--- src/rtl/pkt_bus_pkg.sv ---
package pkt_bus_pkg;
  localparam int PKT_BEATS = 8;
  localparam int BEAT_W    = $clog2(PKT_BEATS);

  typedef enum logic {
    CMD_READ  = 1'b0,
    CMD_WRITE = 1'b1
  } cmd_e;

  // strobes from the slot controller to the lane datapath
  typedef struct packed {
    logic advance;    // last beat of a slot
    logic loadRow;    // load row shifter from the accepted request
    logic loadCol;    // load column shifter from stage 1
    logic loadData;   // load data shifter from stage 2
    logic rowAct;     // row lane carries a packet this slot
    logic colAct;
    logic dataAct;
    logic firstBeat;  // beat 0 of the slot
  } txStrobe_t;
endpackage

--- src/rtl/pkt_tx_ctrl.sv ---
module pkt_tx_ctrl
  import pkt_bus_pkg::*;
(
  input  logic      clk,
  input  logic      rstN,
  input  logic      reqValid,
  input  logic      reqWrite,
  output logic      slotOpen,
  output txStrobe_t strobe
);
  localparam logic [BEAT_W-1:0] LAST_BEAT = BEAT_W'(PKT_BEATS - 1);

  logic [BEAT_W-1:0] beatCnt;
  logic stage1Valid, stage1Write, stage2Write;
  logic rowAct, colAct, dataAct;
  logic advance, accept;

  assign advance = (beatCnt == LAST_BEAT);
  assign accept  = advance && reqValid;

  always_ff @(posedge clk) begin
    if (!rstN) begin
      beatCnt     <= '0;
      stage1Valid <= 1'b0;
      stage1Write <= 1'b0;
      stage2Write <= 1'b0;
      rowAct      <= 1'b0;
      colAct      <= 1'b0;
      dataAct     <= 1'b0;
    end else begin
      beatCnt <= beatCnt + 1'b1;
      if (advance) begin
        rowAct      <= reqValid;
        colAct      <= stage1Valid;
        dataAct     <= stage2Write;
        stage1Valid <= reqValid;
        stage1Write <= reqValid && reqWrite;
        stage2Write <= stage1Valid && stage1Write;
      end
    end
  end

  assign slotOpen = advance;

  always_comb begin
    strobe           = '0;
    strobe.advance   = advance;
    strobe.loadRow   = accept;
    strobe.loadCol   = advance && stage1Valid;
    strobe.loadData  = advance && stage2Write;
    strobe.rowAct    = rowAct;
    strobe.colAct    = colAct;
    strobe.dataAct   = dataAct;
    strobe.firstBeat = (beatCnt == '0);
  end
endmodule

--- src/rtl/pkt_tx_path.sv ---
module pkt_tx_path
  import pkt_bus_pkg::*;
#(
  parameter int ROW_ADDR_W = 12,
  parameter int COL_ADDR_W = 20,
  parameter int ROW_LANE_W = 3,
  parameter int COL_LANE_W = 5,
  parameter int SLICE_W    = 16,
  parameter int ECC_EN     = 1,
  localparam int PAR_W       = (ECC_EN != 0) ? SLICE_W / 8 : 0,
  localparam int DATA_LANE_W = SLICE_W + PAR_W,
  localparam int DATA_W      = SLICE_W * PKT_BEATS
)(
  input  logic                   clk,
  input  logic                   rstN,
  input  txStrobe_t              strobe,
  input  logic                   reqWrite,
  input  logic [ROW_ADDR_W-1:0]  reqRow,
  input  logic [COL_ADDR_W-1:0]  reqCol,
  input  logic [DATA_W-1:0]      reqData,
  output logic [ROW_LANE_W-1:0]  rowLane,
  output logic                   rowStart,
  output logic [COL_LANE_W-1:0]  colLane,
  output logic                   colStart,
  output logic [DATA_LANE_W-1:0] dataLane,
  output logic                   dataStart
);
  localparam int ROW_PKT_W  = ROW_LANE_W * PKT_BEATS;
  localparam int COL_PKT_W  = COL_LANE_W * PKT_BEATS;
  localparam int DATA_PKT_W = DATA_LANE_W * PKT_BEATS;

  // stage registers holding fields for the later slots
  logic [COL_ADDR_W-1:0] stage1Col;
  logic                  stage1Write;
  logic [DATA_W-1:0]     stage1Data;
  logic [DATA_W-1:0]     stage2Data;

  logic [ROW_PKT_W-1:0]  rowShift, rowPkt;
  logic [COL_PKT_W-1:0]  colShift, colPkt;
  logic [DATA_PKT_W-1:0] dataShift, encData;

  always_comb begin
    rowPkt                 = '0;
    rowPkt[0]              = reqWrite;
    rowPkt[ROW_ADDR_W:1]   = reqRow;
    colPkt                 = '0;
    colPkt[0]              = stage1Write;
    colPkt[COL_ADDR_W:1]   = stage1Col;
  end

  for (genvar b = 0; b < PKT_BEATS; b++) begin : g_beat
    assign encData[b*DATA_LANE_W +: SLICE_W] = stage2Data[b*SLICE_W +: SLICE_W];
    if (ECC_EN != 0) begin : g_par
      for (genvar k = 0; k < PAR_W; k++) begin : g_byte
        assign encData[b*DATA_LANE_W + SLICE_W + k] = ^stage2Data[b*SLICE_W + 8*k +: 8];
      end
    end
  end

  always_ff @(posedge clk) begin
    if (!rstN) begin
      stage1Col   <= '0;
      stage1Write <= 1'b0;
      stage1Data  <= '0;
      stage2Data  <= '0;
    end else if (strobe.advance) begin
      stage1Col   <= reqCol;
      stage1Write <= reqWrite;
      stage1Data  <= reqData;
      stage2Data  <= stage1Data;
    end
  end

  always_ff @(posedge clk) begin
    if (!rstN) begin
      rowShift  <= '0;
      colShift  <= '0;
      dataShift <= '0;
    end else begin
      rowShift  <= strobe.loadRow  ? rowPkt  : (rowShift  >> ROW_LANE_W);
      colShift  <= strobe.loadCol  ? colPkt  : (colShift  >> COL_LANE_W);
      dataShift <= strobe.loadData ? encData : (dataShift >> DATA_LANE_W);
    end
  end

  assign rowLane   = strobe.rowAct  ? rowShift[ROW_LANE_W-1:0]   : '0;
  assign colLane   = strobe.colAct  ? colShift[COL_LANE_W-1:0]   : '0;
  assign dataLane  = strobe.dataAct ? dataShift[DATA_LANE_W-1:0] : '0;
  assign rowStart  = strobe.rowAct  && strobe.firstBeat;
  assign colStart  = strobe.colAct  && strobe.firstBeat;
  assign dataStart = strobe.dataAct && strobe.firstBeat;
endmodule

--- src/rtl/pkt_lane_deser.sv ---
module pkt_lane_deser
  import pkt_bus_pkg::*;
#(
  parameter int LANE_W = 3,
  localparam int PKT_W = LANE_W * PKT_BEATS
)(
  input  logic              clk,
  input  logic              rstN,
  input  logic [LANE_W-1:0] laneIn,
  input  logic              startIn,
  output logic              pktValid,
  output logic [PKT_W-1:0]  pkt
);
  localparam logic [BEAT_W-1:0] LAST_BEAT = BEAT_W'(PKT_BEATS - 1);

  logic [PKT_W-1:0]  acc, shifted;
  logic [BEAT_W-1:0] cnt;
  logic              collecting;

  assign shifted = {laneIn, acc[PKT_W-1:LANE_W]};

  always_ff @(posedge clk) begin
    if (!rstN) begin
      acc        <= '0;
      cnt        <= '0;
      collecting <= 1'b0;
      pktValid   <= 1'b0;
      pkt        <= '0;
    end else begin
      pktValid <= 1'b0;
      if (startIn) begin
        acc        <= shifted;
        cnt        <= BEAT_W'(1);
        collecting <= 1'b1;
      end else if (collecting) begin
        acc <= shifted;
        cnt <= cnt + 1'b1;
        if (cnt == LAST_BEAT) begin
          collecting <= 1'b0;
          pkt        <= shifted;
          pktValid   <= 1'b1;
        end
      end
    end
  end
endmodule

--- src/rtl/pkt_bus_link.sv ---
module pkt_bus_link
  import pkt_bus_pkg::*;
#(
  parameter int ROW_ADDR_W = 12,
  parameter int COL_ADDR_W = 20,
  parameter int ROW_LANE_W = 3,
  parameter int COL_LANE_W = 5,
  parameter int SLICE_W    = 16,
  parameter int ECC_EN     = 1,
  localparam int PAR_W       = (ECC_EN != 0) ? SLICE_W / 8 : 0,
  localparam int DATA_LANE_W = SLICE_W + PAR_W,
  localparam int DATA_W      = SLICE_W * PKT_BEATS,
  localparam int ROW_PKT_W   = ROW_LANE_W * PKT_BEATS,
  localparam int COL_PKT_W   = COL_LANE_W * PKT_BEATS,
  localparam int DATA_PKT_W  = DATA_LANE_W * PKT_BEATS
)(
  input  logic                   clk,
  input  logic                   rstN,
  input  logic                   reqValid,
  input  logic                   reqWrite,
  input  logic [ROW_ADDR_W-1:0]  reqRow,
  input  logic [COL_ADDR_W-1:0]  reqCol,
  input  logic [DATA_W-1:0]      reqData,
  output logic                   slotOpen,
  output logic [ROW_LANE_W-1:0]  rowLane,
  output logic                   rowStart,
  output logic [COL_LANE_W-1:0]  colLane,
  output logic                   colStart,
  output logic [DATA_LANE_W-1:0] dataLane,
  output logic                   dataStart,
  output logic                   rxRowValid,
  output logic [ROW_PKT_W-1:0]   rxRowPkt,
  output logic                   rxColValid,
  output logic [COL_PKT_W-1:0]   rxColPkt,
  output logic                   rxDataValid,
  output logic [DATA_PKT_W-1:0]  rxDataPkt
);
  txStrobe_t strobe;

  pkt_tx_ctrl ctrl_i (
    .clk(clk), .rstN(rstN), .reqValid(reqValid), .reqWrite(reqWrite),
    .slotOpen(slotOpen), .strobe(strobe)
  );

  pkt_tx_path #(
    .ROW_ADDR_W(ROW_ADDR_W), .COL_ADDR_W(COL_ADDR_W),
    .ROW_LANE_W(ROW_LANE_W), .COL_LANE_W(COL_LANE_W),
    .SLICE_W(SLICE_W), .ECC_EN(ECC_EN)
  ) path_i (
    .clk(clk), .rstN(rstN), .strobe(strobe), .reqWrite(reqWrite),
    .reqRow(reqRow), .reqCol(reqCol), .reqData(reqData),
    .rowLane(rowLane), .rowStart(rowStart),
    .colLane(colLane), .colStart(colStart),
    .dataLane(dataLane), .dataStart(dataStart)
  );

  pkt_lane_deser #(.LANE_W(ROW_LANE_W)) rowRx_i (
    .clk(clk), .rstN(rstN), .laneIn(rowLane), .startIn(rowStart),
    .pktValid(rxRowValid), .pkt(rxRowPkt)
  );

  pkt_lane_deser #(.LANE_W(COL_LANE_W)) colRx_i (
    .clk(clk), .rstN(rstN), .laneIn(colLane), .startIn(colStart),
    .pktValid(rxColValid), .pkt(rxColPkt)
  );

  pkt_lane_deser #(.LANE_W(DATA_LANE_W)) dataRx_i (
    .clk(clk), .rstN(rstN), .laneIn(dataLane), .startIn(dataStart),
    .pktValid(rxDataValid), .pkt(rxDataPkt)
  );
endmodule

--- config.mk ---
export PLATFORM = sky130hd
export DESIGN_NAME = pkt_bus_link
export DESIGN_NICKNAME = d
export VERILOG_FILES = /design/src/rtl/pkt_bus_pkg.sv /design/src/rtl/pkt_tx_ctrl.sv /design/src/rtl/pkt_tx_path.sv /design/src/rtl/pkt_lane_deser.sv /design/src/rtl/pkt_bus_link.sv
export SDC_FILE = /design/constraint.sdc
export NUM_CORES = 2
export LEC_CHECK = 0
export BUFFER_PORTS_ARGS = -buffer_cell sky130_fd_sc_hd__buf_2
export CORE_MARGIN = 2
export CORE_UTILIZATION = 45
export CTS_BUF_LIST = sky130_fd_sc_hd__clkbuf_4 sky130_fd_sc_hd__clkbuf_8 sky130_fd_sc_hd__clkbuf_16
export CTS_CLUSTER_SIZE = 20
export DETAILED_ROUTE_END_ITERATION = 10
export GPL_ROUTABILITY_DRIVEN = 1
export PLACE_DENSITY = 0.71
export SYNTH_ARGS = -nofsm -noshare
export SYNTH_HDL_FRONTEND = slang
export SYNTH_SLANG_ARGS = --single-unit
export TNS_END_PERCENT = 20
--- constraint.sdc ---
create_clock -name clk -period 1.8 [get_ports clk]
set_input_delay 0.09 -clock clk [delete_from_list [all_inputs] [get_ports clk]]
set_output_delay 0.09 -clock clk [all_outputs]
set_load 0.01 [all_outputs]
==> metrics.yaml <==
layout:
  drive_above_1_share: 0.170
  multi_input_area_um2: 14600
  final_common_cell: "nand2_1"
  stdcell_count: 5071
  areaGrowthSynthToFinish_pct: 25.2
  regArea_um2: 17400
  layout_common_cells: "nand2_1 (1063), dfxtp_1 (864), a21boi_0 (467)"
  fillers: 6280
  nNetsFinal: 4212
sta:
  hold_slack_ns: 0.252
  rsz0062_at_grt: "yes"
  max_slew_margin: 0.707
  slew_violations: 0
  finalSetupViolCount: 0
  final.setup_skew_ns: 0.0161
  fin_crit_sh: 0.955
  min_period_ns: 1.72
  max_freq_mhz: 582
  worstMarginPinSlew_ns: 0.439
  setup_slack_ns: 0.0806
  hold_violations: 0
global_routing:
  grt_antenna_before_repair: 4
  grt_util_all_layers: 0.209
  grt_max_degree: 105
  grt_overflow: 0
  grt_first_pass_wirelength_um: 128000
  grt_pass1_vias: 23504
synthesis:
  synth_xor_area_frac: 0.0304
  muxShareOfSynthArea: 0.0862
  synth_cell_types: 27
  synthAdderAreaFrac: 0.00378
  syn-num-nets: 3705
  synthSimpleGateAreaFrac: 0.191
  synth_sequential_area_ratio: 0.525
  syn_avg_cell_area_um2: 9.37
  synth-seq-cells: 868
  synth-compound-area-share: 0.126
  synth_cells: 3531
  yosys_warnings: 0
  syn-cell-area_um2: 33100
  synth_top_family_by_area: "simple AND/OR/NAND/NOR gates"
run_status:
  status: "finished clean"
critical_path:
  endpoint_kind: "register"
  critPathKind: "reg2reg"
  cp-start-kind: "register"
  crit_arrival_ns: 2.26
  cp_max_fo: 21
  cp_data_required_time_ns: 2.34
hold_path:
  hold_path_class: "in2reg"
detailed_routing:
  drtIter0Drc: 1600
  drc: 0
  antenna_left: 0
  drt_wl_total_um: 82200
  routedWlPerCell_um: 16.2
  drt_first_pass_iters: 6
  vias: 24818
  vias_per_cell: 4.89
placed_design:
  place_congestion: 0.811
  placed_cells: 4736
  portBuffers: 404
  dpl_worst_slack_ns: -0.0386
  dp.final_hpwl_um: 54400
power_and_ir_drop:
  power_density_nw_per_um2: 960
  combPwrFrac: 0.029
  peakVddDrop_mv: 0.726
  p_leak_nw: 14.7
  switchingPower_mw: 8.09
  clock_power_share: 0.487
  seqPwrFrac: 0.484
  sw_frac_of_total: 0.203
  internal-power_mw: 31.7
clock_tree:
  clock_latency_ns: 0.63
  cts_tree: "done"
  cts.clk_slew.worst_paths_ns: 0.06
  cts_buffers: 90
  root_buffer: "clkbuf_16"
  cts_buffer_depth: 3
  clkSinkCount: 868
  htree_levels: 3
floorplanning:
  dieHeight_um: 275
  die-area_um2: 75700
  core-area_um2: 72800
  rows: 99
  io_pins: 405
  start_util: 0.454
  die_width_um: 275
job:
  drv_cap: 0
## logic make-up after synthesis
group	Yosys count
AND/OR/NAND/NOR	1434
flip-flops	868
AO/OA/AOI/OAI	565
multiplexers	285
buffers and inverters	254
XOR/XNOR	115
adder cells (fa/ha/maj)	10
## routing by layer
layer	part of all wire	up-vias	wire [µm]	global-route usage
met1	0.46	11680	38000	0.282
li1	-	12461	-	-
met2	0.47	527	38400	0.344
met4	0.031	4	2520	0.0744
met3	0.040	146	3270	0.0285
met5	0.00026	-	21	0
## final timing paths
| check | start | endpoint | slack, ns | cells past startpoint |
|---|---|---|---|---|
| setup reg to reg | ctrl_i.beatCnt[0] | colRx_i.pkt[34] | 0.08 | 8 |
| hold reg to reg | path_i.colShift[18] | path_i.colShift[13] | 0.44 | 2 |
| hold / removal | reqData[28] | path_i.stage1Data[28] | 0.25 | 4 |
| setup / recovery | ctrl_i.beatCnt[0] | colRx_i.pkt[34] | 0.08 | 8 |
## synth_stat cells, drive strengths merged
library cell,number,share of area
a21boi,537,0.12
a21oi,14,0.0021
and2,35,0.0066
and3,27,0.0051
buf,139,0.024
clkbuf,110,0.012
dfxtp,868,0.53
ha,10,0.0038
inv,5,0.00057
mux2i,285,0.086
nand2,1064,0.12
nand2b,9,0.0017
nand3,5,0.00091
nand3b,3,0.0011
nor2,11,0.0017
nor2b,280,0.053
o21ai,14,0.0021
xnor2,111,0.029
xor2,4,0.0011
## critical path: stages, from the launching register on
cell and delay [ns]:
dfxtp_2 0.37, inv_2 0.06, ha_4 0.17, nand3b_1 0.15, buf_4 0.15, and3_2 0.26, buf_12 0.18, nand2_1 0.07
a21boi_0 0.20
## sequential cells by signal, summed over array words and instances (netlist names), 3 cells and up
register           flops
ctrl_i.beatCnt         3
path_i.stage2Data    128
colRx_i.pkt           40
path_i.rowShift       13
rowRx_i.pkt           24
dataRx_i.cnt           3
path_i.stage1Data    128
rowRx_i.acc           21
colRx_i.acc           35
dataRx_i.pkt         144
path_i.stage1Col      20
path_i.dataShift     144
colRx_i.cnt            3
rowRx_i.cnt            3
dataRx_i.acc         126
path_i.colShift       21
## stage by stage
step	utilization	instance area (µm²)	setup TNS, ns	total power [mW]
after global placement	0.500	36400	0	20.5
after CTS	0.567	41300	-0.0214	40.1
after global routing	0.569	41400	-0.00738	41.0
after detailed placement	0.500	36400	-0.124	20.5
after floorplan	-	33100	0	20.1
final	0.569	41400	0	39.8
## power groups by stage
stage | Combinational, mW | Clock (mW) | Sequential [mW]
floorplan | 0.486 | 0 | 19.7
global placement | 0.850 | 0 | 19.7
detailed placement | 0.844 | 0 | 19.7
CTS | 1.13 | 19.7 | 19.2
global route | 1.22 | 20.6 | 19.2
finish | 1.14 | 19.4 | 19.2
## final cells by class
cell class	instances	share of cell area
Antenna cell	3	0.000181
Clock buffer	132	0.0654
Clock inverter	31	0.0104
Inverter	5	0.000453
Multi-Input combinational cell	2409	0.352
Sequential cell	868	0.420
Tap cell	959	0.0290
Timing Repair Buffer	664	0.123
## what timing repair did
| item | in CTS | in global routing |
|---|---|---|
| cloned | 1 | 2 |
| endpoints found under the setup margin | 45 | 87 |
| hold buffers | 163 | 0 |
| pin swaps | 2 | 1 |
| resized for setup | 24 | 14 |
| hold endpoints to repair | 182 | 0 |
| buffers inserted | 2 | 1 |
Power figures use the tool's default switching activity.
